--- src/rtl/flsr_pkg.sv ---
package flsr_pkg;

    typedef enum logic [1:0] {
        ST_READ  = 2'd0,
        ST_PROG  = 2'd1,
        ST_ERASE = 2'd2,
        ST_SUSP  = 2'd3
    } flsr_state_e;

    localparam int POLL_BIT   = 7;
    localparam int TOGGLE_BIT = 6;

endpackage

--- src/rtl/flsr_ctrl.sv ---
module flsr_ctrl
    import flsr_pkg::*;
#(
    parameter int ADDR_W = 6,
    parameter int BLK_W  = 2,
    parameter int DATA_W = 8
) (
    input  logic              clk,
    input  logic              rst_n,
    input  logic              prog_start,
    input  logic [ADDR_W-1:0] prog_addr,
    input  logic [DATA_W-1:0] prog_data,
    input  logic              erase_start,
    input  logic [BLK_W-1:0]  erase_blk,
    input  logic              suspend_req,
    input  logic              resume_req,
    input  logic              op_done,
    input  logic              rd_strobe,
    output flsr_state_e       state_o,
    output logic              tog_o,
    output logic [ADDR_W-1:0] tgt_addr_o,
    output logic [DATA_W-1:0] tgt_data_o,
    output logic [BLK_W-1:0]  tgt_blk_o,
    output logic              prog_commit_o,
    output logic              erase_commit_o
);

    typedef struct packed {
        flsr_state_e       state;
        logic              tog;
        logic [ADDR_W-1:0] addr;
        logic [DATA_W-1:0] data;
        logic [BLK_W-1:0]  blk;
    } ctrl_t;

    ctrl_t ctl_d, ctl_q;
    logic  prog_commit_d, erase_commit_d;

    always_comb begin
        ctl_d          = ctl_q;
        prog_commit_d  = 1'b0;
        erase_commit_d = 1'b0;
        case (ctl_q.state)
            ST_READ: begin
                if (prog_start) begin
                    ctl_d.state = ST_PROG;
                    ctl_d.addr  = prog_addr;
                    ctl_d.data  = prog_data;
                    ctl_d.tog   = 1'b0;
                end else if (erase_start) begin
                    ctl_d.state = ST_ERASE;
                    ctl_d.blk   = erase_blk;
                    ctl_d.tog   = 1'b0;
                end
            end
            ST_PROG: begin
                if (rd_strobe) ctl_d.tog = ~ctl_q.tog;
                if (op_done) begin
                    ctl_d.state   = ST_READ;
                    prog_commit_d = 1'b1;
                end
            end
            ST_ERASE: begin
                if (rd_strobe) ctl_d.tog = ~ctl_q.tog;
                if (op_done) begin
                    ctl_d.state    = ST_READ;
                    erase_commit_d = 1'b1;
                end else if (suspend_req) begin
                    ctl_d.state = ST_SUSP;
                end
            end
            ST_SUSP: begin
                if (resume_req) ctl_d.state = ST_ERASE;
            end
            default: ctl_d.state = ST_READ;
        endcase
    end

    always_ff @(posedge clk) begin
        if (!rst_n) begin
            ctl_q <= '{state: ST_READ, tog: 1'b0, addr: '0, data: '0, blk: '0};
        end else begin
            ctl_q <= ctl_d;
        end
    end

    assign state_o        = ctl_q.state;
    assign tog_o          = ctl_q.tog;
    assign tgt_addr_o     = ctl_q.addr;
    assign tgt_data_o     = ctl_q.data;
    assign tgt_blk_o      = ctl_q.blk;
    assign prog_commit_o  = prog_commit_d;
    assign erase_commit_o = erase_commit_d;

    // a running program keeps its target until done
    a_r11_prog_holds: assert property (@(posedge clk) disable iff (!rst_n)
        (ctl_q.state == ST_PROG && !op_done) |=>
        (ctl_q.state == ST_PROG && $stable(ctl_q.addr) && $stable(ctl_q.data)));

    // toggle is frozen while suspended
    a_r9_tog_frozen: assert property (@(posedge clk) disable iff (!rst_n)
        (ctl_q.state == ST_SUSP) |=> $stable(ctl_q.tog));

    // done strobe has no effect while suspended
    a_r10_done_ignored: assert property (@(posedge clk) disable iff (!rst_n)
        (ctl_q.state == ST_SUSP && op_done && !resume_req) |=> (ctl_q.state == ST_SUSP));

    // toggle cleared on start
    a_r6_tog_cleared: assert property (@(posedge clk) disable iff (!rst_n)
        (ctl_q.state == ST_READ && (prog_start || erase_start)) |=> !ctl_q.tog);

    // toggle flips on each active read
    a_r6_tog_flips: assert property (@(posedge clk) disable iff (!rst_n)
        ((ctl_q.state == ST_PROG || ctl_q.state == ST_ERASE) && rd_strobe) |=>
        (ctl_q.tog != $past(ctl_q.tog)));

endmodule

--- src/rtl/flsr_array.sv ---
module flsr_array #(
    parameter int ADDR_W = 6,
    parameter int BLK_W  = 2,
    parameter int DATA_W = 8
) (
    input  logic              clk,
    input  logic              rst_n,
    input  logic              prog_commit,
    input  logic [ADDR_W-1:0] prog_addr,
    input  logic [DATA_W-1:0] prog_data,
    input  logic              erase_commit,
    input  logic [BLK_W-1:0]  erase_blk,
    input  logic [ADDR_W-1:0] rd_addr,
    output logic [DATA_W-1:0] rd_word
);

    localparam int DEPTH = 1 << ADDR_W;
    localparam int OFF_W = ADDR_W - BLK_W;

    logic [DATA_W-1:0] mem_d [DEPTH];
    logic [DATA_W-1:0] mem_q [DEPTH];

    always_comb begin
        for (int i = 0; i < DEPTH; i++) begin
            mem_d[i] = mem_q[i];
            if (erase_commit && erase_blk == BLK_W'(i >> OFF_W)) begin
                mem_d[i] = '1;
            end else if (prog_commit && prog_addr == ADDR_W'(i)) begin
                mem_d[i] = prog_data;
            end
        end
    end

    always_ff @(posedge clk) begin
        if (!rst_n) begin
            for (int i = 0; i < DEPTH; i++) mem_q[i] <= '1;
        end else begin
            for (int i = 0; i < DEPTH; i++) mem_q[i] <= mem_d[i];
        end
    end

    assign rd_word = mem_q[rd_addr];

    // committed program byte lands at its address
    a_r7_prog_written: assert property (@(posedge clk) disable iff (!rst_n)
        prog_commit |=> (mem_q[$past(prog_addr)] == $past(prog_data)));

    // first and last byte of an erased block read all ones
    a_r8_block_filled: assert property (@(posedge clk) disable iff (!rst_n)
        erase_commit |=> (mem_q[{$past(erase_blk), {OFF_W{1'b0}}}] == '1 &&
                          mem_q[{$past(erase_blk), {OFF_W{1'b1}}}] == '1));

endmodule

--- src/rtl/flsr_rdpath.sv ---
module flsr_rdpath
    import flsr_pkg::*;
#(
    parameter int BLK_W  = 2,
    parameter int DATA_W = 8
) (
    input  logic              clk,
    input  logic              rst_n,
    input  flsr_state_e       state,
    input  logic              tog,
    input  logic              tgt_msb,
    input  logic [BLK_W-1:0]  tgt_blk,
    input  logic              rd_strobe,
    input  logic [BLK_W-1:0]  rd_blk,
    input  logic [DATA_W-1:0] arr_word,
    output logic [DATA_W-1:0] rd_data
);

    logic [DATA_W-1:0] rd_d, rd_q, status;
    logic              busy, in_susp_blk, use_status, poll;

    always_comb begin
        busy        = (state == ST_PROG) || (state == ST_ERASE);
        in_susp_blk = (state == ST_SUSP) && (rd_blk == tgt_blk);
        use_status  = busy || in_susp_blk;
        case (state)
            ST_PROG:  poll = ~tgt_msb;
            ST_ERASE: poll = 1'b0;
            default:  poll = 1'b1;
        endcase
        status             = '0;
        status[POLL_BIT]   = poll;
        status[TOGGLE_BIT] = tog;
        rd_d = rd_q;
        if (rd_strobe) rd_d = use_status ? status : arr_word;
    end

    always_ff @(posedge clk) begin
        if (!rst_n) rd_q <= '0;
        else        rd_q <= rd_d;
    end

    assign rd_data = rd_q;

    // output holds without a strobe
    a_r2_hold: assert property (@(posedge clk) disable iff (!rst_n)
        !rd_strobe |=> $stable(rd_q));

    // low status bits are zero during an active operation
    a_r3_low_zero: assert property (@(posedge clk) disable iff (!rst_n)
        (rd_strobe && (state == ST_PROG || state == ST_ERASE)) |=> (rd_q[5:0] == 6'd0));

    // program polling bit inverts the target msb
    a_r4_prog_poll: assert property (@(posedge clk) disable iff (!rst_n)
        (rd_strobe && state == ST_PROG) |=> (rd_q[7] == !$past(tgt_msb)));

    // erase polling bit reads zero
    a_r5_erase_poll: assert property (@(posedge clk) disable iff (!rst_n)
        (rd_strobe && state == ST_ERASE) |=> !rd_q[7]);

    // suspended-block read shows polling bit set
    a_r9_susp_poll: assert property (@(posedge clk) disable iff (!rst_n)
        (rd_strobe && state == ST_SUSP && rd_blk == tgt_blk) |=> rd_q[7]);

endmodule

--- src/rtl/flsr_status_responder.sv ---
module flsr_status_responder
    import flsr_pkg::*;
#(
    parameter int ADDR_W = 6,
    parameter int BLK_W  = 2,
    parameter int DATA_W = 8
) (
    input  logic              clk,
    input  logic              rst_n,
    input  logic              prog_start,
    input  logic [ADDR_W-1:0] prog_addr,
    input  logic [DATA_W-1:0] prog_data,
    input  logic              erase_start,
    input  logic [BLK_W-1:0]  erase_blk,
    input  logic              suspend_req,
    input  logic              resume_req,
    input  logic              op_done,
    input  logic              rd_strobe,
    input  logic [ADDR_W-1:0] rd_addr,
    output logic [DATA_W-1:0] rd_data
);

    flsr_state_e       state;
    logic              tog, prog_commit, erase_commit;
    logic [ADDR_W-1:0] tgt_addr;
    logic [DATA_W-1:0] tgt_data, arr_word;
    logic [BLK_W-1:0]  tgt_blk;

    flsr_ctrl #(.ADDR_W(ADDR_W), .BLK_W(BLK_W), .DATA_W(DATA_W)) u_ctrl (
        .clk            (clk),
        .rst_n          (rst_n),
        .prog_start     (prog_start),
        .prog_addr      (prog_addr),
        .prog_data      (prog_data),
        .erase_start    (erase_start),
        .erase_blk      (erase_blk),
        .suspend_req    (suspend_req),
        .resume_req     (resume_req),
        .op_done        (op_done),
        .rd_strobe      (rd_strobe),
        .state_o        (state),
        .tog_o          (tog),
        .tgt_addr_o     (tgt_addr),
        .tgt_data_o     (tgt_data),
        .tgt_blk_o      (tgt_blk),
        .prog_commit_o  (prog_commit),
        .erase_commit_o (erase_commit)
    );

    flsr_array #(.ADDR_W(ADDR_W), .BLK_W(BLK_W), .DATA_W(DATA_W)) u_array (
        .clk          (clk),
        .rst_n        (rst_n),
        .prog_commit  (prog_commit),
        .prog_addr    (tgt_addr),
        .prog_data    (tgt_data),
        .erase_commit (erase_commit),
        .erase_blk    (tgt_blk),
        .rd_addr      (rd_addr),
        .rd_word      (arr_word)
    );

    flsr_rdpath #(.BLK_W(BLK_W), .DATA_W(DATA_W)) u_rdpath (
        .clk       (clk),
        .rst_n     (rst_n),
        .state     (state),
        .tog       (tog),
        .tgt_msb   (tgt_data[DATA_W-1]),
        .tgt_blk   (tgt_blk),
        .rd_strobe (rd_strobe),
        .rd_blk    (rd_addr[ADDR_W-1 -: BLK_W]),
        .arr_word  (arr_word),
        .rd_data   (rd_data)
    );

endmodule

--- config.mk ---
export PLATFORM = sky130hd
export DESIGN_NAME = flsr_status_responder
export DESIGN_NICKNAME = d
export VERILOG_FILES = /design/src/rtl/flsr_pkg.sv /design/src/rtl/flsr_ctrl.sv /design/src/rtl/flsr_array.sv /design/src/rtl/flsr_rdpath.sv /design/src/rtl/flsr_status_responder.sv
export SDC_FILE = /design/constraint.sdc
export NUM_CORES = 1
export LEC_CHECK = 0
export BUFFER_PORTS_ARGS = -buffer_cell sky130_fd_sc_hd__buf_2
export CAP_MARGIN = 20
export CORE_UTILIZATION = 45
export CTS_BUF_LIST = sky130_fd_sc_hd__clkbuf_4 sky130_fd_sc_hd__clkbuf_8
export CTS_CLUSTER_DIAMETER = 150
export DETAILED_ROUTE_END_ITERATION = 7
export HOLD_SLACK_MARGIN = 0.08
export MAX_ROUTING_LAYER = met4
export PLACE_DENSITY = 0.69
export SLEW_MARGIN = 10
export SYNTH_ARGS = -nofsm -noshare
export SYNTH_HDL_FRONTEND = slang
export SYNTH_SLANG_ARGS = --single-unit
--- constraint.sdc ---
create_clock -name clk -period 5.95 [get_ports clk]
set_input_delay 0.8925 -clock clk [delete_from_list [all_inputs] [get_ports clk]]
set_output_delay 0.8925 -clock clk [all_outputs]
set_load 0.01 [all_outputs]
==> results_tabular.tex <==
\begin{tabular}{lr}
\hline
Metric & Value \\
\hline
\multicolumn{2}{l}{\textbf{Outcome}} \\
Run status & completed \\
\multicolumn{2}{l}{\textbf{Yosys}} \\
Cell with the most instances after synthesis & sky130\_fd\_sc\_hd\_\_edfxtp\_1 \\
Commonest register cell after synthesis & sky130\_fd\_sc\_hd\_\_edfxtp\_1 \\
Mean post-synth cell area & 15.0 um2 \\
FFs w/ async S/R, synth & 0 \\
Number of warnings reported in the yosys synthesis log & 0 \\
Number of different library cells in the post-synthesis netlist & between 50 and 60 \\
Cell accounting for the most synthesized area & sky130\_fd\_sc\_hd\_\_edfxtp\_1 \\
Netlist area before placement & between 0.02 and 0.025 mm2 \\
Register area share after synthesis & 0.694 \\
Commonest cells post-synth & sky130\_fd\_sc\_hd\_\_edfxtp\_1 (512), sky130\_fd\_sc\_hd\_\_nand2\_1 (383), sky130\_fd\_sc\_hd\_\_mux4\_2 (118), sky130\_fd\_sc\_hd\_\_clkbuf\_1 (61), sky130\_fd\_sc\_hd\_\_o21ai\_0 (57) \\
Share of the synthesized area in the top cell type & 0.670 \\
Number of flip-flops and latches in the synthesized netlist & between 500 and 600 \\
Number of standard cells after synthesis & roughly 1500 \\
Number of nets in the synthesized netlist & between 1500 and 2000 \\
EDFF count, synth & 512 \\
Leading cell types by total area after synthesis & sky130\_fd\_sc\_hd\_\_edfxtp\_1 (67\%), sky130\_fd\_sc\_hd\_\_mux4\_2 (12\%), sky130\_fd\_sc\_hd\_\_nand2\_1 (6.3\%) \\
\multicolumn{2}{l}{\textbf{Drt}} \\
DRT Pass-1 Iters & 6 \\
Antenna viol nets, final & 0 \\
Detailed router's first-iteration violation count & roughly 1800 \\
DRC violations left & 0 \\
Number of vias after detailed routing & approximately 14000 \\
Total wire length after detailed routing & approximately 61000 um \\
Routed wire length per instance & $\sim$26 um \\
Vias per std cell & 5.97 \\
\multicolumn{2}{l}{\textbf{Clock network}} \\
CTS Hold Buffers Added & 0 \\
CTS Root Cell & sky130\_fd\_sc\_hd\_\_clkbuf\_8 \\
Clock-pin transition on the worst setup and hold timing paths & 0.06 ns \\
Number of H-tree levels & 3 \\
Total setup buffers inserted after CTS & 0 \\
Maximum root-to-sink buffer count & 3 \\
CTS Buf Count & 85 \\
CTS resizes & 0 \\
Insertion delay of the later-clocked pin in the worst-skew pair & 0.67 ns \\
CTS tree & built \\
\# clock sinks & around 540 \\
\multicolumn{2}{l}{\textbf{Timing}} \\
Tcrit/Tclk final & 0.554 \\
Setup TNS & 0 ns \\
Fmax achieved & roughly 0.3 GHz \\
Clock tree skew after final layout & 0.0310 ns \\
Post-route worst hold slack & $\sim$0.47 ns \\
Tightest Pin Transition & 1.24 ns \\
Final setup violation count & 0 \\
Max-Slew Margin vs Limit & 0.154 \\
Count of final hold-check violations & 0 \\
Final Critical Period & between 3 and 4 ns \\
RSZ-0062 raised after global routing & false \\
Number of slew-limit violations in the final report & 0 \\
\multicolumn{2}{l}{\textbf{Final layout}} \\
Utilization of the core after routing & 0.514 \\
Layout cell share with drive strength beyond 1 & 0.220 \\
Area growth from synthesis to final layout & 12.4\% \\
Number of nets at the end of the flow & between 1500 and 2000 \\
Final standard cell area without fillers & between 0.02 and 0.03 mm2 \\
\multicolumn{2}{l}{\textbf{Floorplanning}} \\
Height of the chip & 228 um \\
Count of pins on the block boundary & 38 \\
Num rows & 82 \\
Initial cell density of the core & 0.457 \\
Horiz. Die Dim & 228 um \\
Core footprint & around 0.05 mm2 \\
Die Outline Area & between 0.05 and 0.06 mm2 \\
\multicolumn{2}{l}{\textbf{Setup path}} \\
Worst Path Class, Setup & reg -> reg \\
Type of element launching the critical path & flop \\
Slowest cell on the critical path & sky130\_fd\_sc\_hd\_\_nor3\_1 \\
Worst endpoint required time & 6.23 ns \\
Biggest cell delay along the critical path & 0.82 ns \\
Largest fanout on the critical path & 16 \\
Ordered list of cells on the worst path & inv\_1, ha\_1, nand2\_1, nor3\_1, nor2\_1, o21ai\_1 \\
Crit. End Element & flop \\
Cell depth of the worst flop-to-flop path & 6 \\
Arrival time reported for the critical path endpoint & between 3 and 4 ns \\
\multicolumn{2}{l}{\textbf{Power and ir drop}} \\
Leak Pwr & 7.70 nW \\
Sequential Power Share & 0.506 \\
Post-layout power & roughly 9.4 mW \\
Internal power & $\sim$6.8 mW \\
Switching power as a share of total power & 0.272 \\
Clock power share & 0.356 \\
Net switching power & about 2.5 mW \\
PwrDens & between 300 and 400 mW/mm2 \\
Power share of the combinational group & 0.139 \\
Worst supply voltage drop on vdd & around 0.26 mV \\
\multicolumn{2}{l}{\textbf{Global routing}} \\
First-pass GRT wire length & just over 90000 um \\
Number of antenna violations at the first check in global routing & 1 \\
Global route total overflow & 0 \\
Vias in the first global route & approximately 14000 \\
Aggregate global-route resource usage & 0.246 \\
Largest net degree at the start of global routing & 62 \\
\multicolumn{2}{l}{\textbf{Place}} \\
Standard cell area after detailed placement & 0.0239 mm2 \\
Number of I/O port buffers & 37 \\
Dpl hpwl & 40700 um \\
RD Place Congestion & between 0.9 and 1 \\
\multicolumn{2}{l}{\textbf{Min path}} \\
Hold path cells & 3 \\
Class of the tightest hold or removal check & in -> reg \\
\multicolumn{2}{l}{\textbf{Flow run}} \\
Number of maximum-capacitance violations & 0 \\
\hline
\end{tabular}
power by group through the flow:
stage / combinational, mW / sequential (mW) / clock, mW
global placement: 1.22 / 4.79 / 0
floorplan: 0.828 / 4.71 / 0
global route: 1.40 / 4.75 / 3.52
CTS: 1.27 / 4.73 / 3.35
detailed placement: 1.26 / 4.80 / 0
finish: 1.30 / 4.73 / 3.32
kinds of logic after synthesis:
| kind of cell | Yosys count | synth area share |
|---|---|---|
| flops | 539 | 0.694 |
| simple gates | 537 | 0.0983 |
| mux | 170 | 0.139 |
| compound gates | 164 | 0.0436 |
| buf+inv | 116 | 0.0218 |
| fa+ha+maj | 5 | 0.00273 |
| xor+xnor | 2 | 0.000764 |
through the flow:
stage	setup slack [ns]	instances
CTS	2.68	2349
finish	2.65	2358
detailed placement	2.00	2194
global placement	2.02	2188
floorplan	3.11	1533
global route	2.43	2358
metal layers:
metal | vias to the layer above | wire [um] | global-route usage
met2 | 874 | 29300 | 0.380
li1 | 5994 | - | -
met1 | 7068 | 23600 | 0.319
met3 | 139 | 6270 | 0.0506
met5 | - | 0 | -
met4 | 0 | 2350 | 0.100
state kept, by name, indices dropped and copies added, names as in the netlist:
name	cells
u_array.mem_q	512
u_ctrl.tgt_data_o	8
u_rdpath.rd_data	8
u_ctrl.tgt_addr_o	6
u_ctrl.state_o	2
u_ctrl.tgt_blk_o	2
u_ctrl.tog_o	1
worst paths after layout:
path | start | endpoint | slack (ns)
max | u_ctrl.state_o[0] | u_array.mem_q[15][4] | 2.65
min | erase_blk[0] | u_ctrl.tgt_blk_o[0] | 0.47
max reg2reg | u_ctrl.state_o[0] | u_array.mem_q[15][4] | 2.65
min reg2reg | u_ctrl.tog_o | u_ctrl.tog_o | 0.49
area by class of cell:
class | count | area (um2)
inverter | 21 | 78.8
clock inverter | 33 | 298
antenna | 1 | 2.50
tap | 672 | 841
timing repair buffer | 92 | 608
sequential | 539 | 15900
fill | 4111 | 24400
multi-input combinational | 878 | 6530
clock buffer | 122 | 1510
worst max-delay path, delay by kind of cell (launching register included):
family	cells	cell delay (ns)
adder cells (fa/ha/maj)	1	0.36
AND/OR/NAND/NOR	3	1.45
AO/OA/AOI/OAI	1	0.64
buffers and inverters	1	0.13
flip-flops	1	0.33
cell usage in the layout, fill, tap and decap left out, types with 6 or more instances in the layout:
cell type                     n
sky130_fd_sc_hd__and2_1       7
sky130_fd_sc_hd__o21ai_0     48
sky130_fd_sc_hd__mux4_2     118
sky130_fd_sc_hd__nand2_1    383
sky130_fd_sc_hd__nand2b_1    18
sky130_fd_sc_hd__nand3_1     23
sky130_fd_sc_hd__nor2b_1     12
sky130_fd_sc_hd__clkinv_2    13
sky130_fd_sc_hd__a22oi_1     11
sky130_fd_sc_hd__dfxtp_1     27
sky130_fd_sc_hd__nor2_1      52
sky130_fd_sc_hd__edfxtp_1   512
sky130_fd_sc_hd__or2_2        7
sky130_fd_sc_hd__clkbuf_8    96
sky130_fd_sc_hd__nor3_1      10
sky130_fd_sc_hd__buf_4       48
sky130_fd_sc_hd__inv_1       18
sky130_fd_sc_hd__a21oi_1     47
sky130_fd_sc_hd__clkinv_1    12
sky130_fd_sc_hd__o22ai_1      7
sky130_fd_sc_hd__clkbuf_4    27
sky130_fd_sc_hd__o21ai_1     10
sky130_fd_sc_hd__mux2i_1     47
sky130_fd_sc_hd__buf_2       40
sky130_fd_sc_hd__a2111oi_0    6
Power figures use the tool's default switching activity.
